**config.mk**
```make
export PLATFORM = sky130hd
export DESIGN_NAME = lsu_lane_unit
export DESIGN_NICKNAME = d
export VERILOG_FILES = /design/src/rtl/lsu_pkg.sv /design/src/rtl/lsu_addr_gen.sv /design/src/rtl/lsu_store_lanes.sv /design/src/rtl/lsu_load_align.sv /design/src/rtl/lsu_lane_unit.sv
export SDC_FILE = /design/constraint.sdc
export NUM_CORES = 1
export LEC_CHECK = 0
export BUFFER_PORTS_ARGS = -buffer_cell sky130_fd_sc_hd__buf_4
export CAP_MARGIN = 20
export CORE_AREA = 2 2 102 104
export DETAILED_ROUTE_END_ITERATION = 16
export DIE_AREA = 0 0 104 106
export GPL_TIMING_DRIVEN = 0
export HOLD_SLACK_MARGIN = 0.02
export MAX_ROUTING_LAYER = met4
export PLACE_DENSITY = 0.78
export SYNTH_ARGS = -nofsm -noshare
export SYNTH_HDL_FRONTEND = slang
export SYNTH_SLANG_ARGS = --single-unit
export TNS_END_PERCENT = 50
```
**constraint.sdc**
```tcl
create_clock -name clk_i -period 6.1 [get_ports clk_i]
set_clock_uncertainty 0.2 [all_clocks]
set_input_delay 0.305 -clock clk_i [delete_from_list [all_inputs] [get_ports clk_i]]
set_output_delay 0.305 -clock clk_i [all_outputs]
set_load 0.02 [all_outputs]
```
**src/rtl/lsu_pkg.sv**
```systemverilog
package lsu_pkg;
  typedef enum logic [1:0] {
    SZ_BYTE = 2'd0,
    SZ_HALF = 2'd1,
    SZ_WORD = 2'd2,
    SZ_RSVD = 2'd3
  } size_e;

  localparam int unsigned EXC_W = 5;
  localparam logic [EXC_W-1:0] EXC_ADDR_LOAD  = 5'd4;
  localparam logic [EXC_W-1:0] EXC_ADDR_STORE = 5'd5;

  // lowest lane touched by an access
  function automatic logic [1:0] lane_base(input logic [1:0] sz, input logic [1:0] a,
                                           input logic big);
    logic [1:0] span;
    span = (sz == SZ_BYTE) ? 2'd0 : (sz == SZ_HALF) ? 2'd1 : 2'd3;
    return big ? 2'(2'd3 - span - a) : a;
  endfunction
endpackage

```
**src/rtl/lsu_addr_gen.sv**
```systemverilog
module lsu_addr_gen #(
  parameter int unsigned AW   = 32,
  parameter int unsigned OFFW = 16
) (
  input  logic [AW-1:0]   base_i,
  input  logic [OFFW-1:0] offset_i,
  input  logic [1:0]      size_i,
  input  logic            valid_i,
  input  logic            store_i,
  output logic [AW-1:0]   ea_o,
  output logic            fault_o,
  output logic [lsu_pkg::EXC_W-1:0] code_o,
  output logic [AW-1:0]   bad_addr_o
);
  import lsu_pkg::*;
  localparam int unsigned EXTW = AW - OFFW;

  logic misalign;

  assign ea_o = base_i + {{EXTW{offset_i[OFFW-1]}}, offset_i};

  always_comb begin
    unique case (size_i)
      SZ_BYTE: misalign = 1'b0;
      SZ_HALF: misalign = ea_o[0];
      default: misalign = |ea_o[1:0];
    endcase
  end

  assign fault_o    = valid_i & misalign;
  assign code_o     = !fault_o ? '0 : (store_i ? EXC_ADDR_STORE : EXC_ADDR_LOAD);
  assign bad_addr_o = fault_o ? ea_o : '0;
endmodule

```
**src/rtl/lsu_store_lanes.sv**
```systemverilog
module lsu_store_lanes #(
  parameter int unsigned DW = 32
) (
  input  logic          en_i,
  input  logic [1:0]    size_i,
  input  logic [1:0]    lane_i,
  input  logic [DW-1:0] wdata_i,
  output logic [DW/8-1:0] be_o,
  output logic [DW-1:0] wdata_o
);
  import lsu_pkg::*;
  localparam int unsigned NB = DW / 8;

  logic [NB-1:0] mask;

  always_comb begin
    unique case (size_i)
      SZ_BYTE: mask = NB'(1);
      SZ_HALF: mask = NB'(3);
      default: mask = '1;
    endcase
  end

  assign be_o = en_i ? NB'(mask << lane_i) : '0;

  for (genvar i = 0; i < NB; i++) begin : g_lane
    always_comb begin
      unique case (size_i)
        SZ_BYTE: wdata_o[8*i +: 8] = wdata_i[7:0];
        SZ_HALF: wdata_o[8*i +: 8] = wdata_i[8*(i%2) +: 8];
        default: wdata_o[8*i +: 8] = wdata_i[8*i +: 8];
      endcase
    end
  end
endmodule

```
**src/rtl/lsu_load_align.sv**
```systemverilog
module lsu_load_align #(
  parameter int unsigned DW = 32
) (
  input  logic          clk_i,
  input  logic          rst_ni,
  input  logic          capture_i,
  input  logic [1:0]    size_i,
  input  logic          unsigned_i,
  input  logic [1:0]    lane_i,
  input  logic [DW-1:0] rdata_i,
  output logic          valid_o,
  output logic [DW-1:0] data_o
);
  import lsu_pkg::*;

  logic          vld_q, uns_q;
  logic [1:0]    size_q, lane_q;
  logic [DW-1:0] shifted;

  always_ff @(posedge clk_i or negedge rst_ni) begin
    if (!rst_ni) begin
      vld_q  <= 1'b0;
      uns_q  <= 1'b0;
      size_q <= 2'd0;
      lane_q <= 2'd0;
    end else begin
      vld_q <= capture_i;
      if (capture_i) begin
        uns_q  <= unsigned_i;
        size_q <= size_i;
        lane_q <= lane_i;
      end
    end
  end

  assign shifted = rdata_i >> {lane_q, 3'b000};

  always_comb begin
    data_o = '0;
    if (vld_q) begin
      unique case (size_q)
        SZ_BYTE: data_o = {{(DW-8){~uns_q & shifted[7]}}, shifted[7:0]};
        SZ_HALF: data_o = {{(DW-16){~uns_q & shifted[15]}}, shifted[15:0]};
        default: data_o = shifted;
      endcase
    end
  end

  assign valid_o = vld_q;

  AST_ZEXT_BYTE_HI: assert property (@(posedge clk_i) disable iff (!rst_ni)
    (capture_i && unsigned_i && size_i == SZ_BYTE) |=> (data_o[DW-1:8] == '0));
endmodule

```
**src/rtl/lsu_lane_unit.sv**
```systemverilog
module lsu_lane_unit #(
  parameter int unsigned AW   = 32,
  parameter int unsigned OFFW = 16,
  parameter int unsigned DW   = 32
) (
  input  logic            clk_i,
  input  logic            rst_ni,
  input  logic            req_valid_i,
  input  logic [AW-1:0]   base_i,
  input  logic [OFFW-1:0] offset_i,
  input  logic [1:0]      size_i,
  input  logic            unsigned_i,
  input  logic            store_i,
  input  logic            big_endian_i,
  input  logic [DW-1:0]   wdata_i,
  input  logic [DW-1:0]   rdata_i,
  output logic [AW-1:0]   addr_o,
  output logic [DW/8-1:0] be_o,
  output logic [DW-1:0]   wdata_o,
  output logic            mem_req_o,
  output logic            fault_o,
  output logic [4:0]      exc_code_o,
  output logic [AW-1:0]   bad_addr_o,
  output logic            load_valid_o,
  output logic [DW-1:0]   load_data_o
);
  import lsu_pkg::*;

  logic [1:0] lane;

  lsu_addr_gen #(.AW(AW), .OFFW(OFFW)) u_addr (
    .base_i    (base_i),
    .offset_i  (offset_i),
    .size_i    (size_i),
    .valid_i   (req_valid_i),
    .store_i   (store_i),
    .ea_o      (addr_o),
    .fault_o   (fault_o),
    .code_o    (exc_code_o),
    .bad_addr_o(bad_addr_o)
  );

  assign mem_req_o = req_valid_i & ~fault_o;
  assign lane      = lane_base(size_i, addr_o[1:0], big_endian_i);

  lsu_store_lanes #(.DW(DW)) u_store (
    .en_i   (mem_req_o),
    .size_i (size_i),
    .lane_i (lane),
    .wdata_i(wdata_i),
    .be_o   (be_o),
    .wdata_o(wdata_o)
  );

  lsu_load_align #(.DW(DW)) u_load (
    .clk_i     (clk_i),
    .rst_ni    (rst_ni),
    .capture_i (mem_req_o & ~store_i),
    .size_i    (size_i),
    .unsigned_i(unsigned_i),
    .lane_i    (lane),
    .rdata_i   (rdata_i),
    .valid_o   (load_valid_o),
    .data_o    (load_data_o)
  );

  AST_FAULT_NO_BE: assert property (@(posedge clk_i) disable iff (!rst_ni)
    fault_o |-> (be_o == '0 && !mem_req_o));
  AST_STORE_CODE: assert property (@(posedge clk_i) disable iff (!rst_ni)
    (fault_o && store_i) |-> (exc_code_o == EXC_ADDR_STORE));
  AST_LOAD_CODE: assert property (@(posedge clk_i) disable iff (!rst_ni)
    (fault_o && !store_i) |-> (exc_code_o == EXC_ADDR_LOAD));
  AST_BYTE_ONE_LANE: assert property (@(posedge clk_i) disable iff (!rst_ni)
    (mem_req_o && size_i == SZ_BYTE) |-> ($countones(be_o) == 1));
  AST_WORD_ALIGNED: assert property (@(posedge clk_i) disable iff (!rst_ni)
    (mem_req_o && size_i[1]) |-> (addr_o[1:0] == 2'b00));
  AST_LOAD_FOLLOWS_REQ: assert property (@(posedge clk_i) disable iff (!rst_ni)
    (req_valid_i && !store_i && !fault_o) |=> load_valid_o);
  AST_NO_SPURIOUS_LOAD: assert property (@(posedge clk_i) disable iff (!rst_ni)
    (!req_valid_i || store_i || fault_o) |=> !load_valid_o);
endmodule

```
Word-level counts from Yosys, hierarchy flattened
Cells that the tools add are included.
{"block": "word_totals", "register_bits": 6, "wordCells": 37}
{"block": "classes", "n_addsub": 3, "n_eq_ne": 2, "n_shift": 2, "muxes": 14, "bitwise_logic": 8, "reduce_logical": 4}
{"cell": "$mux W32", "n": 2}
{"cell": "$pmux W32 S2", "n": 1}
{"cell": "$add A32 B32 Y32", "n": 1}
{"cell": "$shr A32 B5 Y32", "n": 1}
{"cell": "$mux W8", "n": 2}
{"cell": "$pmux W8 S2", "n": 1}
{"cell": "$pmux W4 S2", "n": 1}
{"cell": "$mux W2", "n": 3}
{"cell": "$and A1 B1 Y1", "n": 5}
{"cell": "$mux W5", "n": 1}
{"cell": "$eq A2 B1 Y1 const B", "n": 2}
{"cell": "$logic_not A2 Y1", "n": 2}
{"cell": "$mux W4", "n": 1}
{"cell": "$reduce_or A2 Y1", "n": 2}
{"cell": "$shl A4 B2 Y4", "n": 1}
{"cell": "$not A1 Y1", "n": 3}
{"cell": "$pmux W1 S2", "n": 1}
{"cell": "$sub A2 B2 Y2", "n": 1}
{"cell": "$sub A2 B2 Y2 const A", "n": 1}
{"cell": "$mux W1", "n": 1}

Logic depth before layout (Yosys ltp)
Gate-level depths: netlist of run 1.
{"block": "depth", "depth_word": 8, "depth_mapped": 11}

By module
From an unflattened synthesis of run 1, not the netlist that was laid out.
{"block": "hier_totals", "cells_unflattened": 496, "hier_area_um2": 3597.2}
{"mod": "lsu_addr_gen", "instances": 1, "cells_each": 306, "area_per_inst_um2": 2095.8, "seq_area_each_um2": 0.0}
{"mod": "lsu_load_align", "instances": 1, "cells_each": 120, "area_per_inst_um2": 939.7, "seq_area_each_um2": 150.1}
{"mod": "lsu_store_lanes", "instances": 1, "cells_each": 61, "area_per_inst_um2": 500.5, "seq_area_each_um2": 0.0}
{"mod": "lsu_lane_unit", "instances": 1, "cells_each": 9, "area_per_inst_um2": 61.3, "seq_area_each_um2": 0.0}

Worst setup path after synthesis of run 1
OpenSTA, ideal clock, no wires.
{"block": "synth_path", "path_kind": "input to output", "start": "input base_i[0]", "end": "output bad_addr_o[26]", "arrival_ns": 2.498, "required_ns": 5.595, "setup_slack_ns": 3.097, "path_stages": 10, "n_path_buf": 0, "cell_sequence": "ha_1 -> inv_1 -> fa_1 -> nor2b_1 -> o2111a_1 -> o211a_1 -> nor4_1 -> o31ai_1 -> xor2_1 -> and2_1"}
{"block": "synth_between", "elab_cells_between_ends": 5, "classes_between": "add/sub: 1; mux: 2; bitwise: 1; reduce/logical: 1"}
{"item": "start: declaration", "line_no": "lsu_lane_unit.sv:9", "rtl": "input logic [AW-1:0] base_i,"}
{"item": "$add A32 B32 Y32", "line_no": "lsu_addr_gen.sv:20", "rtl": "assign ea_o = base_i + {{EXTW{offset_i[OFFW-1]}}, offset_i};"}
{"item": "named net addr_o[26]", "line_no": "lsu_lane_unit.sv:17", "rtl": "output logic [AW-1:0] addr_o,"}
{"item": "$mux W32", "line_no": "lsu_addr_gen.sv:32", "rtl": "assign bad_addr_o = fault_o ? ea_o : '0;"}
{"item": "end: declaration", "line_no": "lsu_lane_unit.sv:23", "rtl": "output logic [AW-1:0] bad_addr_o,"}
The timed path passes the listed nets, and every way through them passes these cells.

Worst setup path after layout of run 1
{"block": "layout_path", "start": "input base_i[0]", "end": "output bad_addr_o[20]"}
{"block": "layout_between", "elab_chain_cells": 5}
{"item": "$add A32 B32 Y32 *", "line_no": "lsu_addr_gen.sv:20"}
{"item": "$reduce_or A2 Y1", "line_no": "lsu_addr_gen.sv:26", "rtl": "default: misalign = |ea_o[1:0];"}
{"item": "$pmux W1 S2", "line_no": "lsu_addr_gen.sv:23", "rtl": "unique case (size_i)"}
{"item": "$and A1 B1 Y1", "line_no": "lsu_addr_gen.sv:30", "rtl": "assign fault_o = valid_i & misalign;"}
{"item": "$mux W32 *", "line_no": "lsu_addr_gen.sv:32"}
Mark *: on every way between the ends. The rest lies on a longest branch, timed or not.

==> results of run 1 <==
==> Yosys cell counts (3+ instances only) <==
master	number
buf_4	12
nand3_1	6
clkbuf_1	18
and3_1	7
a211oi_1	6
nand2b_1	4
o211a_1	9
mux2_2	28
dfrtp_1	6
buf_1	5
nand2_1	75
a21boi_0	9
a21o_1	8
o21ai_1	4
and2_1	24
nor3_1	7
o21bai_1	5
a31oi_1	3
nor2b_1	5
nor2_1	34
mux2i_1	30
xnor2_1	17
o21ai_0	33
ha_1	32
a21oi_1	38
o31ai_1	4
nand4_1	4
xor2_1	14
o21a_1	12
inv_1	13
==> logic make-up after synthesis <==
family          after synthesis  synth area share, %
other cells                   1                0.107
flops                         6                 4.29
simple gates                174                 23.1
compound gates              149                 28.1
fa+ha+maj                    33                 12.0
mux                          58                 17.6
xor+xnor                     32                 8.22
buf+inv                      49                 6.58
==> layout make-up <==
cell class / instances / share of cell area (%)
Buffer: 36 / 3.21
Clock buffer: 3 / 0.731
Inverter: 13 / 0.864
Multi-Input combinational cell: 449 / 55.3
Sequential cell: 6 / 2.66
Tap cell: 136 / 3.01
Timing Repair Buffer: 257 / 34.2
==> flip-flops by register name, summed over array words and instances, names as in the netlist <==
name            count
u_load.size_q       2
u_load.lane_q       2
u_load.valid_o      1
u_load.uns_q        1
==> worst max-delay path: stages <==
cell and delay [ns]:
buf_4 0.08, ha_1 0.21, inv_1 0.07, fa_1 0.40, nor2b_1 0.16, o2111a_1 0.23, o21ai_1 0.09, a211oi_1 0.36
nor2_1 0.12, o21ai_0 0.38, mux2i_1 0.29, buf_4 0.18
==> routing by layer <==
layer  up-vias  global-route usage (%)  share of wire, %
met1      2152                    29.5                40
met4         0                    9.36               2.4
met3        33                    4.29               8.2
met2       234                    44.8                49
li1       2314                       -                 -
met5         -                       -                 0
==> stage by stage <==
stage,hold slack [ns],power [mW],utilization [%],setup slack (ns),cell area (um^2)
5_1_grt,0.114,1.11,56.5,2.52,5650
3_5_place_dp,-0.0853,0.964,56.0,2.73,5600
2_1_floorplan,-0.191,0.617,-,3.10,3510
4_1_cts,0.120,1.03,56.5,2.71,5650
3_3_place_gp,-0.0893,0.956,56.0,2.65,5600
6_report,0.123,1.03,56.5,2.70,5650
==> what timing repair did <==
action / CTS / global route
hold buffers: 1 / 0
endpoints found under the hold margin: 6 / 0
buffers inserted: 0 / 0
==> where the power goes <==
part / internal, mW / switching, mW / total [mW] / leakage (nW)
logic: 0.387 / 0.529 / 0.916 / 2.85
clock network: 0.0423 / 0.0165 / 0.0588 / 0.0216
registers: 0.0507 / 0.00646 / 0.0571 / 0.0722
total: 0.480 / 0.552 / 1.03 / 2.95
==> worst max path at each step <==
stage,from,endpoint,slack (ns),cells after the start
floorplan,base_i[0],bad_addr_o[26],3.10,10
global placement,base_i[0],bad_addr_o[20],2.65,12
detailed placement,base_i[0],bad_addr_o[20],2.73,12
CTS,base_i[0],bad_addr_o[20],2.71,12
global route,base_i[0],bad_addr_o[28],2.52,13
finish,base_i[0],bad_addr_o[20],2.70,12
==> metrics, run 1 <==
CTS tree=built; FP Rows=37; Synth Cell Area=0.00350 mm^2; Worst Path Max Fanout=3; Via-to-Cell Ratio=5.26; Non-Filler Instances=900; critical path arrival=2.89 ns; DIE AREA=0.0110 mm^2; Root Buffer=clkbuf_8; vias after detailed routing=between 4k and 5k; Die Height=106 um; Yosys cell types=55; Synth Register Bits=6; share of cells above drive strength 1=roughly two fifths; HPWL after detailed placement=approximately 12,000 um; worst reg2reg path startpoint=u_load.lane_q[0]; max_cap viols=0; worst skew pair latency=between 0.2 and 0.25 ns; clk buf depth=2; Die W=~100 um; final hold vios=0; Placed Instances=between 800 and 900; area of the multi-input gates=~0.0031 mm^2; initial core utilization=35.0%; final cycle utilization of the critical path=55.7%; commonest cells after routing, fill and taps aside=buf_4 (268), nand2_1 (75), a21oi_1 (38); GRT Overall Usage=25.6%; max-slew violations=0; core area=between 0.009 and 0.01 mm^2; largest cells by area after synthesis=ha_1 (11%), mux2_2 (9.0%), mux2i_1 (8.6%); Placer Congestion=just over 1; post-route ant nets=0; type of the tightest min-delay check=primary input to flop; Synth Warn #=0; asr flop ratio synth=100%; Critical Path Sink Type=primary output; routed wire length=approximately 15,000 um; RSZ-0062 raised after global routing=false; area leader, netlist=ha_1; post-CTS sizing=0; status=completed; leak pwr=2.95 nW; Layout area overhead=61.5%; CTS H-Tree Depth=1; cell count after synthesis=about 500; hold path depth=2; EDFF count, synth=0; # fillers=about 960; TNS Setup=0 ns; Synth Flop Type=dfrtp_1; Power Dens Cells=183 mW/mm^2; Ports=260; Worst VDD drop=about 0.098 mV; commonest non-fill, non-tap cell in the layout=buf_4; DR iter-0 viols=238; Setup CP Type=primary input to primary output; remaining global-route overflow=0; Worst Tran Pin Value=around 0.73 ns; TritonRoute pass-1 iters=5; R2R cell count=3; terminus of the critical flop-to-flop path=u_load.lane_q[0]; Hold EP=u_load.uns_q; reg-to-reg setup timing slack=around 4.4 ns; critical path required time=around 5.6 ns; relative slew slack=a little over 50%; startpoint types=primary input; Storage cell area=approximately 150 um^2; Final min period=roughly 3.4 ns; antenna violations before repair=0; vias in the first global route=about 4.7k; CTS buffer count=3; post-synthesis sequential area ratio=under 10%; Nets=around 920; first-pass GRT wire length=between 20,000 and 25,000 um; Antenna diodes=0; share of the synthesized area in the top cell type=about 11%; largest net degree at the start of global routing=18; synthesized area per cell=6.97 um^2; Hold Crit Start=unsigned_i; # setup viols final=0; buffers added on ports=around 260; Routed WL per cell=about 16 um; clk slew on worst S/H paths=about 0.030 ns; DRC viols=0; CTS Sinks=6; fmax=approximately 300 MHz
Note: power is estimated with default switching activity, not from simulation.
==> inputs of run 2 (changes only) <==
- CORE_AREA: 2 2 102 104 -> 2 2 100 102
- DIE_AREA: 0 0 104 106 -> 0 0 102 104
- PLACE_DENSITY: 0.78 -> 0.8
- clock period: 6.1 -> 3.5 ns (I/O delays scaled with it)
==> run 2 against run 1 <==
Against the previous run:
- clock power up 70%
- final cell count shrank 0.22%
- utilization increased by 2.7 points
- first-iteration DRC count grew 5.9%
- via count is the same
- hold slack worse by 0.080 ns
- global-route usage grew 1.1 points
- die area shrank 3.8%
- sequential share of layout area barely moved
- largest power group unchanged
==> metrics, run 2 (same netlist as run 1, synthesis figures left out) <==
DRC viols=0 (unchanged); # fillers=886 (was 958); share of cells above drive strength 1=40.5% (was 40.4%); post-route setup slack=0.464 ns (was 2.70 ns); first-pass GRT wire length=22,600 um (was 22,800 um); Placed Instances=893 (was 896); Non-Filler Instances=898 (was 900); TNS Setup=0 ns (unchanged); worst skew pair latency=0.22 ns (about the same); TritonRoute pass-1 iters=5 (unchanged); Worst Tran Pin Value=0.755 ns (was 0.730 ns); Die Height=104 um (was 106 um); status=completed (unchanged); Critical Path Sink Type=primary output (unchanged); post-CTS setup buffer count=0 (unchanged); clk buf depth=2 (unchanged); Worst VDD drop=0.198 mV (was 0.0984 mV); CP peak stage delay=0.43 ns (was 0.40 ns); vias after detailed routing=4,733 (unchanged); DR iter-0 viols=252 (was 238); Antenna diodes=0 (unchanged); CTS tree=built (unchanged); routed wire length=14,700 um (was 14,600 um); largest net degree at the start of global routing=18 (unchanged); critical path required time=3.12 ns (was 5.59 ns); GRT Overall Usage=26.6% (was 25.6%); commonest non-fill, non-tap cell in the layout=buf_4 (unchanged); commonest cells after routing, fill and taps aside=buf_4 (268), nand2_1 (75), a21oi_1 (38) (unchanged); Met2 Routed Length=7290 um (was 7130 um); final hold vios=0 (unchanged); leak pwr=2.95 nW (about the same); Routed WL per cell=16.4 um (was 16.2 um); initial core utilization=36.6% (was 35.0%); biggest regs=u_load.lane_q x2, u_load.size_q x2 (unchanged); Max Used Layer=met4 (unchanged); CTS Sinks=6 (unchanged); Worst path top cell family by delay=buffers and inverters (was compound AO/OA/AOI/OAI gates); Worst Path Max Fanout=10 (was 3); FP Rows=36 (was 37); final cycle utilization of the critical path=86.7%; Nets=920 (was 919); antenna violations before repair=0 (unchanged); max_cap viols=0 (unchanged); # setup viols final=0 (unchanged); Root Buffer=clkbuf_8 (unchanged); CTS buffer count=3 (unchanged); startpoint types=primary input (unchanged); max-slew violations=0 (unchanged); relative slew slack=49.7% (was 51.3%); Ports=260 (unchanged); vias in the first global route=4,544 (was 4,652); RSZ-0062 raised after global routing=false (unchanged); Power Dens Cells=318 mW/mm^2 (was 183 mW/mm^2); DIE AREA=0.0106 mm^2 (was 0.0110 mm^2); clk slew on worst S/H paths=0.03 ns (about the same); Slowest-stage cell, CP=fa_1 (unchanged); met3 WL=1180 um (was 1200 um); Via-to-Cell Ratio=5.27 (was 5.26); critical path arrival=2.66 ns (was 2.89 ns); Layout area overhead=61.7% (was 61.5%); remaining global-route overflow=0 (unchanged); CP most frequent cell=inv_1 (was buf_4); worst hold slack=0.0428 ns (was 0.123 ns); fmax=between 300 and 400 MHz; HPWL after detailed placement=12,500 um (was 12,400 um); core area=0.00955 mm^2 (was 0.0100 mm^2); type of the tightest min-delay check=primary input to flop (unchanged); cells along the critical path=buf_4 > ha_1 > inv_1 > fa_1 > inv_1 > a21oi_1 > nor2_1 > nand2_1 > inv_1 > clkbuf_2 > nand2_1 > mux2i_1 > buf_4 (was buf_4 > ha_1 > inv_1 > fa_1 > nor2b_1 > o2111a_1 > o21ai_1 > a211oi_1 > nor2_1 > o21ai_0 > mux2i_1 > buf_4); CTS H-Tree Depth=1 (unchanged); Setup CP Type=primary input to primary output (unchanged); Final min period=just over 3 ns; Die W=102 um (was 104 um); post-route ant nets=0 (unchanged); power after layout=1.80 mW (was 1.03 mW); Worst Path Buf+Inv=6 (was 3); Placer Congestion=0.979 (was 1.01); buffers added on ports=256 (unchanged); Place WS=0.261 ns (was 2.73 ns); wl on met1=5970 um (was 5890 um)
[run 2: cell types whose count changed in the layout (fill, tap and decap cells not counted), sizes merged]
cell         before  now
dlygate4sd3       1    2
[run 2: path summary, 6_finish.rpt]
path	from	end	slack [ns]	depth (start not counted)
hold / removal	store_i	u_load.valid_o	0.04	2
hold reg to reg	u_load.uns_q	u_load.uns_q	0.35	1
max in group asynchronous	rst_ni	u_load.size_q[0]	2.85	2
setup reg to reg	u_load.lane_q[0]	u_load.lane_q[0]	1.74	3
setup / recovery	base_i[0]	bad_addr_o[31]	0.46	13
min in group asynchronous	rst_ni	u_load.lane_q[1]	0.13	2
[run 2: timing repair]
item,in CTS,in global routing
hold buffers,2,0
gates resized for setup,0,2
setup endpoints to repair,0,1
endpoints found under the hold margin,7,0
[run 2: cell type report]
| cell class | instances | area (um^2) | area share, % |
|---|---|---|---|
| Inverter | 13 | 48.8 | 0.862 |
| Clock buffer | 3 | 41.3 | 0.730 |
| Tap cell | 133 | 166 | 2.94 |
| Multi-Input combinational cell | 449 | 3130 | 55.3 |
| Sequential cell | 6 | 150 | 2.65 |
| Buffer | 36 | 183 | 3.23 |
| Timing Repair Buffer | 258 | 1940 | 34.3 |
[run 2: power breakdown]
| group | internal, mW | switching [mW] |
|---|---|---|
| Clock | 0.0736 | 0.0263 |
| Combinational | 0.677 | 0.925 |
| Sequential | 0.0883 | 0.00982 |
| Total | 0.839 | 0.961 |
[run 2: routing by layer]
metal,global-route usage (%),vias up
met4,7.81,0
li1,-,2317
met1,30.8,2168
met2,46.3,226
met3,4.91,22
met5,-,-
[run 2: worst reg2reg max path: stages, from the launching register on]
cell and delay [ns]:
dfrtp_1 0.33, buf_2 0.27, buf_1 0.62, mux2_2 0.28
[run 2: through the flow]
| step | utilization, % | cell area [um^2] |
|---|---|---|
| 2_1_floorplan | - | 3510 |
| 3_3_place_gp | 58.6 | 5600 |
| 3_5_place_dp | 58.6 | 5600 |
| 4_1_cts | 59.2 | 5660 |
| 5_1_grt | 59.3 | 5660 |
| 6_report | 59.3 | 5660 |
